**config.mk**
```make
export PLATFORM = sky130hd
export DESIGN_NAME = reg_rename
export DESIGN_NICKNAME = d
export VERILOG_FILES = /design/src/rtl/rr_pkg.sv /design/src/rtl/rr_freelist.sv /design/src/rtl/rr_maptable.sv /design/src/rtl/rr_group.sv /design/src/rtl/reg_rename.sv
export SDC_FILE = /design/constraint.sdc
export NUM_CORES = 2
export LEC_CHECK = 0
export ABC_AREA = 1
export ABC_CLOCK_PERIOD_IN_PS = 7400
export BUFFER_PORTS_ARGS = -buffer_cell sky130_fd_sc_hd__clkbuf_2
export CAP_MARGIN = 25
export CORE_ASPECT_RATIO = 0.5
export CORE_MARGIN = 2
export CORE_UTILIZATION = 29
export DETAILED_ROUTE_END_ITERATION = 12
export SYNTH_ARGS = -nofsm -noshare
export SYNTH_HDL_FRONTEND = slang
export SYNTH_SLANG_ARGS = --single-unit
```
**constraint.sdc**
```tcl
create_clock -name clk -period 7.4 [get_ports clk]
set_clock_uncertainty 0.05 [all_clocks]
set_input_delay 1.11 -clock clk [delete_from_list [all_inputs] [get_ports clk]]
set_output_delay 1.11 -clock clk [all_outputs]
set_load 0.03 [all_outputs]
```
**src/rtl/rr_pkg.sv**
```systemverilog
package rr_pkg;
  // number of set bits in a lane vector (lanes are never wider than 32)
  function automatic int unsigned count_ones(input logic [31:0] v);
    count_ones = 0;
    for (int i = 0; i < 32; i++) count_ones += 32'(v[i]);
  endfunction
endpackage

```
**src/rtl/rr_freelist.sv**
```systemverilog
module rr_freelist #(
  parameter int NUM_PHYS = 32,
  parameter int NUM_ARCH = 12,
  parameter int W        = 4
) (
  input  logic                                  clk,
  input  logic                                  rst_n,
  input  logic                                  alloc_en,
  input  logic [$clog2(W+1)-1:0]                alloc_n,
  input  logic                                  rewind,
  input  logic [$clog2(NUM_PHYS):0]             rewind_ptr,
  input  logic [W-1:0]                          rel_vld,
  input  logic [W-1:0][$clog2(NUM_PHYS)-1:0]    rel_tag,
  output logic [W-1:0][$clog2(NUM_PHYS)-1:0]    cand,
  output logic [$clog2(NUM_PHYS):0]             head_ptr,
  output logic [$clog2(NUM_PHYS):0]             free_cnt
);
  localparam int PW        = $clog2(NUM_PHYS);
  localparam int PTRW      = PW + 1;
  localparam int INIT_FREE = NUM_PHYS - NUM_ARCH;

  logic [PW-1:0]         mem [NUM_PHYS];
  logic [PTRW-1:0]       head_q, tail_q;
  logic [W-1:0][PW-1:0]  wr_idx;
  logic [PTRW-1:0]       rel_n;

  // compacted write positions for the release lanes
  always_comb begin
    logic [PW-1:0] off;
    off = '0;
    for (int k = 0; k < W; k++) begin
      wr_idx[k] = tail_q[PW-1:0] + off;
      off       = off + PW'(rel_vld[k]);
    end
    rel_n = PTRW'(rr_pkg::count_ones(32'(rel_vld)));
  end

  // the next W tags from the head are offered to the lanes
  for (genvar k = 0; k < W; k++) begin : g_cand
    assign cand[k] = mem[head_q[PW-1:0] + PW'(k)];
  end

  always_ff @(posedge clk) begin
    if (!rst_n) begin
      for (int i = 0; i < NUM_PHYS; i++)
        mem[i] <= (i < INIT_FREE) ? PW'(NUM_ARCH + i) : '0;
      head_q <= '0;
      tail_q <= PTRW'(INIT_FREE);
    end else begin
      for (int k = 0; k < W; k++)
        if (rel_vld[k]) mem[wr_idx[k]] <= rel_tag[k];
      tail_q <= tail_q + rel_n;
      if (rewind)        head_q <= rewind_ptr;
      else if (alloc_en) head_q <= head_q + PTRW'(alloc_n);
    end
  end

  assign head_ptr = head_q;
  assign free_cnt = tail_q - head_q;
endmodule

```
**src/rtl/rr_maptable.sv**
```systemverilog
module rr_maptable #(
  parameter int NUM_ARCH = 12,
  parameter int NUM_PHYS = 32,
  parameter int W        = 4,
  parameter int NUM_CKPT = 4
) (
  input  logic                                       clk,
  input  logic                                       rst_n,
  input  logic                                       wr_en,
  input  logic [W-1:0]                               lane_wr,
  input  logic [W-1:0][$clog2(NUM_ARCH)-1:0]         wr_arch,
  input  logic [W-1:0][$clog2(NUM_PHYS)-1:0]         wr_tag,
  input  logic                                       ckpt_en,
  input  logic [$clog2(NUM_CKPT)-1:0]                ckpt_slot,
  input  logic                                       restore,
  input  logic [$clog2(NUM_CKPT)-1:0]                restore_slot,
  output logic [NUM_ARCH-1:0][$clog2(NUM_PHYS)-1:0]  map_q
);
  localparam int PW = $clog2(NUM_PHYS);

  typedef logic [NUM_ARCH-1:0][PW-1:0] map_t;

  map_t map_d;
  map_t snap_q [NUM_CKPT];

  // lanes written in order, so the latest lane to a register wins
  always_comb begin
    map_d = map_q;
    if (wr_en)
      for (int k = 0; k < W; k++)
        for (int a = 0; a < NUM_ARCH; a++)
          if (lane_wr[k] && 32'(wr_arch[k]) == a) map_d[a] = wr_tag[k];
  end

  always_ff @(posedge clk) begin
    if (!rst_n) begin
      for (int a = 0; a < NUM_ARCH; a++) map_q[a] <= PW'(a);
      for (int s = 0; s < NUM_CKPT; s++)
        for (int a = 0; a < NUM_ARCH; a++) snap_q[s][a] <= PW'(a);
    end else begin
      if (restore) map_q <= snap_q[restore_slot];
      else         map_q <= map_d;
      if (ckpt_en) snap_q[ckpt_slot] <= map_d;
    end
  end
endmodule

```
**src/rtl/rr_group.sv**
```systemverilog
module rr_group #(
  parameter int NUM_ARCH = 12,
  parameter int NUM_PHYS = 32,
  parameter int W        = 4
) (
  input  logic [W-1:0]                               lane_vld,
  input  logic [W-1:0]                               has_dst,
  input  logic [W-1:0][$clog2(NUM_ARCH)-1:0]         dst,
  input  logic [W-1:0][$clog2(NUM_ARCH)-1:0]         src_a,
  input  logic [W-1:0][$clog2(NUM_ARCH)-1:0]         src_b,
  input  logic [NUM_ARCH-1:0][$clog2(NUM_PHYS)-1:0]  map_q,
  input  logic [W-1:0][$clog2(NUM_PHYS)-1:0]         cand,
  output logic [W-1:0]                               lane_wr,
  output logic [W-1:0][$clog2(NUM_PHYS)-1:0]         pdst,
  output logic [W-1:0][$clog2(NUM_PHYS)-1:0]         psrc_a,
  output logic [W-1:0][$clog2(NUM_PHYS)-1:0]         psrc_b,
  output logic [W-1:0][$clog2(NUM_PHYS)-1:0]         pprev,
  output logic [$clog2(W+1)-1:0]                     ndst
);
  localparam int PW = $clog2(NUM_PHYS);
  localparam int AW = $clog2(NUM_ARCH);
  localparam int NW = $clog2(W + 1);

  function automatic logic [PW-1:0] map_rd(input logic [AW-1:0] a);
    map_rd = '0;
    for (int e = 0; e < NUM_ARCH; e++)
      if (32'(a) == e) map_rd = map_q[e];
  endfunction

  // destination tags: each destination lane takes the next candidate
  always_comb begin
    logic [NW-1:0] n;
    n = '0;
    for (int i = 0; i < W; i++) begin
      lane_wr[i] = lane_vld[i] & has_dst[i];
      pdst[i]    = lane_wr[i] ? cand[n] : '0;
      n          = n + NW'(lane_wr[i]);
    end
    ndst = n;
  end

  // sources and previous mapping, bypassed from earlier lanes
  always_comb begin
    for (int i = 0; i < W; i++) begin
      psrc_a[i] = map_rd(src_a[i]);
      psrc_b[i] = map_rd(src_b[i]);
      pprev[i]  = map_rd(dst[i]);
      for (int j = 0; j < i; j++) begin
        if (lane_wr[j] && dst[j] == src_a[i]) psrc_a[i] = pdst[j];
        if (lane_wr[j] && dst[j] == src_b[i]) psrc_b[i] = pdst[j];
        if (lane_wr[j] && dst[j] == dst[i])   pprev[i]  = pdst[j];
      end
      if (!lane_wr[i]) pprev[i] = '0;
    end
  end
endmodule

```
**src/rtl/reg_rename.sv**
```systemverilog
module reg_rename #(
  parameter int NUM_ARCH = 12,
  parameter int NUM_PHYS = 32,
  parameter int W        = 4,
  parameter int NUM_CKPT = 4
) (
  input  logic                                    clk,
  input  logic                                    rst_n,
  input  logic                                    in_valid,
  output logic                                    in_ready,
  input  logic [W-1:0]                            in_lane_vld,
  input  logic [W-1:0]                            in_has_dst,
  input  logic [W-1:0][$clog2(NUM_ARCH)-1:0]      in_dst,
  input  logic [W-1:0][$clog2(NUM_ARCH)-1:0]      in_src_a,
  input  logic [W-1:0][$clog2(NUM_ARCH)-1:0]      in_src_b,
  input  logic                                    in_ckpt,
  input  logic [$clog2(NUM_CKPT)-1:0]             in_ckpt_slot,
  output logic                                    out_valid,
  output logic [W-1:0][$clog2(NUM_PHYS)-1:0]      out_src_a,
  output logic [W-1:0][$clog2(NUM_PHYS)-1:0]      out_src_b,
  output logic [W-1:0][$clog2(NUM_PHYS)-1:0]      out_dst,
  output logic [W-1:0][$clog2(NUM_PHYS)-1:0]      out_prev,
  input  logic [W-1:0]                            rel_vld,
  input  logic [W-1:0][$clog2(NUM_PHYS)-1:0]      rel_tag,
  input  logic                                    restore,
  input  logic [$clog2(NUM_CKPT)-1:0]             restore_slot
);
  localparam int PW   = $clog2(NUM_PHYS);
  localparam int PTRW = PW + 1;
  localparam int NW   = $clog2(W + 1);

  logic [NUM_ARCH-1:0][PW-1:0] map_q;
  logic [W-1:0][PW-1:0]        cand;
  logic [W-1:0]                lane_wr;
  logic [NW-1:0]               ndst;
  logic [PTRW-1:0]             head_ptr, free_cnt;
  logic [PTRW-1:0]             snap_head_q [NUM_CKPT];
  logic                        accept;

  assign in_ready  = !restore && (free_cnt >= PTRW'(ndst));
  assign accept    = in_valid && in_ready;
  assign out_valid = accept;

  rr_group #(.NUM_ARCH(NUM_ARCH), .NUM_PHYS(NUM_PHYS), .W(W)) u_group (
    .lane_vld (in_lane_vld),
    .has_dst  (in_has_dst),
    .dst      (in_dst),
    .src_a    (in_src_a),
    .src_b    (in_src_b),
    .map_q    (map_q),
    .cand     (cand),
    .lane_wr  (lane_wr),
    .pdst     (out_dst),
    .psrc_a   (out_src_a),
    .psrc_b   (out_src_b),
    .pprev    (out_prev),
    .ndst     (ndst)
  );

  rr_maptable #(.NUM_ARCH(NUM_ARCH), .NUM_PHYS(NUM_PHYS), .W(W), .NUM_CKPT(NUM_CKPT)) u_map (
    .clk          (clk),
    .rst_n        (rst_n),
    .wr_en        (accept),
    .lane_wr      (lane_wr),
    .wr_arch      (in_dst),
    .wr_tag       (out_dst),
    .ckpt_en      (accept && in_ckpt),
    .ckpt_slot    (in_ckpt_slot),
    .restore      (restore),
    .restore_slot (restore_slot),
    .map_q        (map_q)
  );

  rr_freelist #(.NUM_PHYS(NUM_PHYS), .NUM_ARCH(NUM_ARCH), .W(W)) u_free (
    .clk        (clk),
    .rst_n      (rst_n),
    .alloc_en   (accept),
    .alloc_n    (ndst),
    .rewind     (restore),
    .rewind_ptr (snap_head_q[restore_slot]),
    .rel_vld    (rel_vld),
    .rel_tag    (rel_tag),
    .cand       (cand),
    .head_ptr   (head_ptr),
    .free_cnt   (free_cnt)
  );

  // free-list head saved alongside each map snapshot
  always_ff @(posedge clk) begin
    if (!rst_n) begin
      for (int s = 0; s < NUM_CKPT; s++) snap_head_q[s] <= '0;
    end else if (accept && in_ckpt) begin
      snap_head_q[in_ckpt_slot] <= head_ptr + PTRW'(ndst);
    end
  end
endmodule

```
Yosys cells after proc, flatten, opt, wreduce, memory -nomap -nowiden
Memory sizes are Yosys's and may differ from the RTL's. A register that Yosys moved wholly into a read port is not among the register bits.
Index checks and enable logic that the tools add are counted.
W data, S select, Z words.
{ "classes": {"magnitude_cmp": 4, "shift": 0, "mux": 264, "n_reduce_logical": 89, "n_addsub": 17, "bitwise_logic": 4, "n_mul": 0, "div_mod_pow": 0, "eq_ne": 150} }
{ "op_table": {"columns": ["cell", "count"], "rows": [
  ["$mux W5", 232],
  ["$eq A4 B3 Y1 const B", 48],
  ["$eq A4 B4 Y1 const B", 48],
  ["$mux W60", 3],
  ["$eq A4 B2 Y1 const B", 24],
  ["$eq A4 B4 Y1", 18],
  ["$logic_and A1 B1 Y1", 69],
  ["$reduce_or A60 Y1", 1],
  ["$eq A4 B1 Y1 const B", 12],
  ["$logic_not A4 Y1", 12],
  ["$mux W1", 22],
  ["$bmux W5 S2", 2],
  ["$reduce_or A5 Y1", 4],
  ["$mux W6", 3],
  ["$add A6 B1 Y6", 2],
  ["$add A5 B1 Y5", 2],
  ["$add A5 B2 Y5 const B", 2],
  ["$add A5 B5 Y5", 2],
  ["$add A1 B1 Y2", 3],
  ["$add A3 B1 Y3", 2],
  ["$add A6 B3 Y6", 1],
  ["$add A6 B6 Y6", 1],
  ["$ge A6 B3 Y1", 1],
  ["$lt A3 B3 Y1 const B", 2],
  ["other kinds (8)", 12]
]} }
{ "totals": {"mem_bits_rw": 424, "word_cells": 545, "input_bits": 89, "latchBits": 0, "mem_count": 3, "output_inout_bits": 82, "ff_bits": 72, "rom_bits": 0} }
{ "mem_list": {"columns": ["memory", "depth", "width", "rd", "rd_clocked_by_memory_dff", "write_ports", "line_no", "source"], "rows": [
  ["u_map.snap_q", 4, 60, 1, 0, 4, "rr_maptable.sv:24", "map_t snap_q [NUM_CKPT];"],
  ["u_free.mem", 32, 5, 4, 1, 32, "rr_freelist.sv:22", "logic [PW-1:0] mem [NUM_PHYS];"],
  ["snap_head_q", 4, 6, 1, 0, 4, "reg_rename.sv:37", "logic [PTRW-1:0] snap_head_q [NUM_CKPT];"]
]} }

Longest topological paths before layout
{ "logic_depth": {"ltp_word": 17, "depth_mapped": 25} }

By module
Synthesis repeated with hierarchy kept, for this count alone.
{ "unflattened": {"cells_unflattened": 7623, "area_unflattened_um2": 46540.9} }
{ "by_module_without_submodules": {"columns": ["mod", "n_inst", "area_per_inst_um2", "cells_each"], "rows": [
  ["rr_freelist", 1, 19463.7, 3317],
  ["rr_maptable", 1, 16784.8, 2194],
  ["rr_group", 1, 8916.1, 1967],
  ["reg_rename", 1, 1376.3, 145]
]} }

Worst setup path after synthesis
Ideal clock, no wire load.
{ "synth_path": {"path_type": "input-to-reg", "from": "in in_lane_vld[3]", "to": "mem u_map.snap_q[2][0] (netlist bit) (enable)", "t_arrival_ns": 5.385, "setup_ns": 0.661, "stages": 20, "setup_slack_ns": 1.304, "t_required_ns": 6.689, "path_buffers": 3, "cell_sequence": "nand2_1 -> clkbuf_1 -> inv_1 -> clkbuf_1 -> ha_1 -> fa_1 -> inv_1 -> ha_1 -> a21boi_0 -> o21ai_0 -> nand2_1 -> a21oi_1 -> nand3_1 -> nand3_2 -> inv_2 -> nand3_4 -> inv_2 -> nand3_1 -> clkbuf_1 -> nand2_1"} }
{ "synth_rtl": {"columns": ["item", "line_no", "source"], "rows": [
  ["from (decl)", "reg_rename.sv:11", "input logic [W-1:0] in_lane_vld,"],
  ["to (decl)", "rr_maptable.sv:24", null]
]} }

Worst setup path in the final report
{ "layout_path": {"from": "in in_lane_vld[1]", "to": "out out_valid"} }
{ "layout_between": {"elab_chain_cells": 7} }
{ "layout_lines": {"columns": ["item", "line_no", "source"], "rows": [
  ["$and A1 B1 Y1", "rr_group.sv:35", "lane_wr[i] = lane_vld[i] & has_dst[i];"],
  ["$add A1 B1 Y2", "rr_group.sv:37", "n = n + NW'(lane_wr[i]);"],
  ["$add A3 B1 Y3 (2 in a row)", "rr_group.sv:37", null],
  ["$ge A6 B3 Y1", "reg_rename.sv:40", "assign in_ready = !restore && (free_cnt >= PTRW'(ndst));"],
  ["$logic_and A1 B1 Y1", "reg_rename.sv:40", null],
  ["$logic_and A1 B1 Y1", "reg_rename.sv:41", "assign accept = in_valid && in_ready;"],
  ["to (decl)", "reg_rename.sv:18", "output logic out_valid,"]
]} }
Every way passes these cells.

==> reports/results.tsv <==
stage	metric	value	unit
global_routing	antenna_found_initial	5	
floorplan	pin_count	171	
placement	gp_congestion	1.038	
pwr	p_total	10410	uW
final_layout	syn_to_final_growth	9.673	%
clocking	numCtsBuffers	53	
synth	netlist_area	43560	um^2
clocking	cts_tree	built	
pwr	power_density	217.9	nW/um^2
synth	ys.warnings.count	0	
timing	finalSetupViolations	0	
synth	synthTopCellsByArea	edfxtp_1 (29%), nand2_1 (14%), nand3_1 (9.2%), o21ai_0 (8.1%), inv_1 (6.4%)	
detailed_routing	drtPass1Iterations	7	
flow_run	max_cap_violations	0	
global_routing	grt-busiest-layer	met2	
worst_setup_path	r2r-end	snap_head_q[1][2]	
pwr	ir_drop	0.2118	mV
pwr	p_sw_frac	0.4334	
global_routing	grt_pass1_vias	44840	
detailed_routing	drcViolationCount	0	
synth	postSynthAreaPerCell	6.376	um^2
detailed_routing	antenna_left	0	
timing	maxSlewViolCount	0	
timing	max_slew.worst_pin.slew	1.186	ns
placement	dp_hpwl	145.5	mm
worst_setup_path	cp_top_family	buffers and inverters	
clocking	clk_pin_slew	0.06	ns
worst_setup_path	crit_type	in2out	
global_routing	grtUsageMet3	0.07173	
worst_setup_path	reg2reg_slack	1.84	ns
detailed_routing	viasPerCell	5.765	
floorplan	start_util	0.2926	
worst_setup_path	worstPathArrival	5.49	ns
synth	synth_ff_type	edfxtp_1	
worst_setup_path	endpoint	out_valid	
global_routing	grt_usage	0.2608	
worst_setup_path	rr_worst_depth	19	
worst_setup_path	cp_num_buf_inv	8	
timing	post-route-min-period	6.650	ns
final_layout	drive_above_1_share	0.06201	
synth	postSynthCellCount	6833	
clocking	cts_setup_buffers	0	
status	status	completed	
global_routing	use_met2	0.3925	
worst_setup_path	max_stage_delay	0.64	ns
floorplan	fp.coreArea	148900	um^2
pwr	netSwitchingPower	4513	uW
detailed_routing	num_vias	50700	
final_layout	layout.nets	6882	
clocking	htreeDepth	2	
worst_setup_path	crit_path_end_kind	output pin	
global_routing	met1_usage	0.3418	
worst_setup_path	slowest_stage	fa_1	
global_routing	grt_pass1_wl	302.7	mm
worst_setup_path	crit_chain	clkbuf_2, nand2_1, inv_1, nand2_1, nand2_1, xor2_1, buf_4, inv_1, ha_1, fa_1, inv_1, ha_1, a21boi_0, o21ai_0, nand2_1, a21oi_1, nand3_1, nand3_4, inv_2, buf_4, clkbuf_2	
timing	timing.fmax	0.1504	GHz
clocking	cts.sinks	501	
worst_setup_path	critPathLaunchType	input port	
synth	synth_seq_area_share	0.3276	
timing	post-route-period-util	0.8986	
worst_setup_path	r2r_start	u_free.head_ptr[0]	
synth	yosys.cell_types.count	48	
synth	yosysMostFrequentCell	nand2_1	
synth	synthArstFlopShare	0	
pwr	combinationalPowerShare	0.375	
clocking	clock_tree.root_cell	clkbuf_16	
floorplan	rows	100	
timing	hold_viol_final	0	
synth	synth_common_cells	nand2_1 (1673), nand3_1 (799), inv_1 (743)	
floorplan	die_height	278.1	um
synth	synth_edf_count	424	
pwr	intPower	5900	uW
detailed_routing	finalWirelength	210.2	mm
pwr	leakage	0.01874	uW
detailed_routing	wire_per_inst	23.90	um
clocking	ctsResizeCount	0	
worst_setup_path	critPathMaxFanout	51	
clocking	clk_latency	0.66	ns
synth	yosys.area.top_type	edfxtp_1	
global_routing	globalRouteOverflowTotal	0	
pwr	p_clk_frac	0.279	
worst_setup_path	required	6.24	ns
synth	syn-num-nets	6954	
timing	final.setup.tns	0	ns
detailed_routing	drt_iter0_markers	7634	
worst_setup_path	cp-startpoint	in_lane_vld[1]	
timing	relSlewSlack	0.2085	
synth	ys_ff_latch	501	
clocking	cts_buffer_depth	3	
pwr	p_seq_frac	0.346	
worst_setup_path	path_depth	21	
floorplan	dieArea	153500	um^2
clocking	cts-hold-fix-buffers	0	
timing	rsz0062_at_grt	false	
placement	port_buffers	170	
worst_setup_path	path_common_cell	nand2_1	
global_routing	grt_max_degree	96	
hold_path	hp-class	reg2reg	
floorplan	die_w	552.1	um
hold_path	min-delay-start	u_free.tail_q[5]	
synth	yosysTopAreaCellShare	0.2923	
-- stage by stage --
step	std cells	worst slack (ns)	utilization	cell area, um^2	hold WS [ns]
6_report	8795	0.7505	0.3209	47780	0.4488
3_5_place_dp	8693	0.8112	0.3084	45910	0.4317
4_1_cts	8792	0.7787	0.3208	47770	0.4502
3_3_place_gp	8690	0.8654	0.3080	45850	0.4269
2_1_floorplan	6833	1.304	-	43560	0.3917
5_1_grt	8795	0.4423	0.3209	47780	0.4788
-- area by class of cell --
cell class	count	area, um^2
multi-input combinational	5151	24590
timing repair buffer	265	1602
fill	16440	101100
sequential	501	14280
tap	1989	2489
clock buffer	68	1443
clock inverter	31	409.1
antenna	1	2.502
inverter	789	2967
-- sequential cells by signal, summed over array words and instances, names as in the netlist, named ones only --
| register | count |
|---|---|
| u_free.head_ptr | 6 |
| snap_head_q | 24 |
| u_free.tail_q | 6 |
| u_map.snap_q | 240 |
| u_map.map_q | 60 |
| u_free.mem | 160 |
-- worst min-delay path by stage --
stage / endpoint / slack (ns) / cells after the start
after floorplan: u_free.tail_q[5] / 0.39 / 1
after global placement: u_free.tail_q[5] / 0.43 / 1
after detailed placement: u_free.tail_q[5] / 0.43 / 1
after CTS: u_free.tail_q[5] / 0.45 / 1
after global routing: u_free.tail_q[5] / 0.48 / 1
final: u_free.tail_q[5] / 0.45 / 1
-- power by group through the flow --
| stage | sequential, uW | clock [uW] | combinational, uW |
|---|---|---|---|
| 3_3_place_gp | 3640 | 0 | 3720 |
| 2_1_floorplan | 3450 | 0 | 2510 |
| 3_5_place_dp | 3630 | 0 | 3740 |
| 4_1_cts | 3570 | 2920 | 3750 |
| 5_1_grt | 3600 | 3030 | 4170 |
| 6_report | 3600 | 2910 | 3900 |
-- routing by layer --
metal,vias to the layer above,wire [um]
met3,742,28300
met1,23290,81780
met5,-,46
li1,23110,-
met2,3557,87780
met4,8,12330
-- kinds of logic after synthesis --
group	after synthesis	share of synthesized area
buffers and inverters	1181	0.1091
flip-flops	501	0.3276
AO/OA/AOI/OAI	1718	0.2212
multiplexers	3	0.0006893
XOR/XNOR	23	0.004624
adder cells (fa/ha/maj)	32	0.01040
AND/OR/NAND/NOR	3375	0.3264
-- placed cells by master (no fill, tap or decap), drive strengths merged, types with 46 or more instances in the layout --
cell type,Yosys,layout
nand2,1693,1693
nand3,809,809
inv,756,764
o21ai,761,761
nor2,674,674
a21oi,550,550
edfxtp,424,424
clkbuf,259,236
o22ai,123,123
o211ai,113,113
nor3,106,106
buf,133,97
dfxtp,77,77
o221ai,53,53
nand4,52,52
clkinv,33,46
No activity file was read; power rests on OpenSTA's default activity.
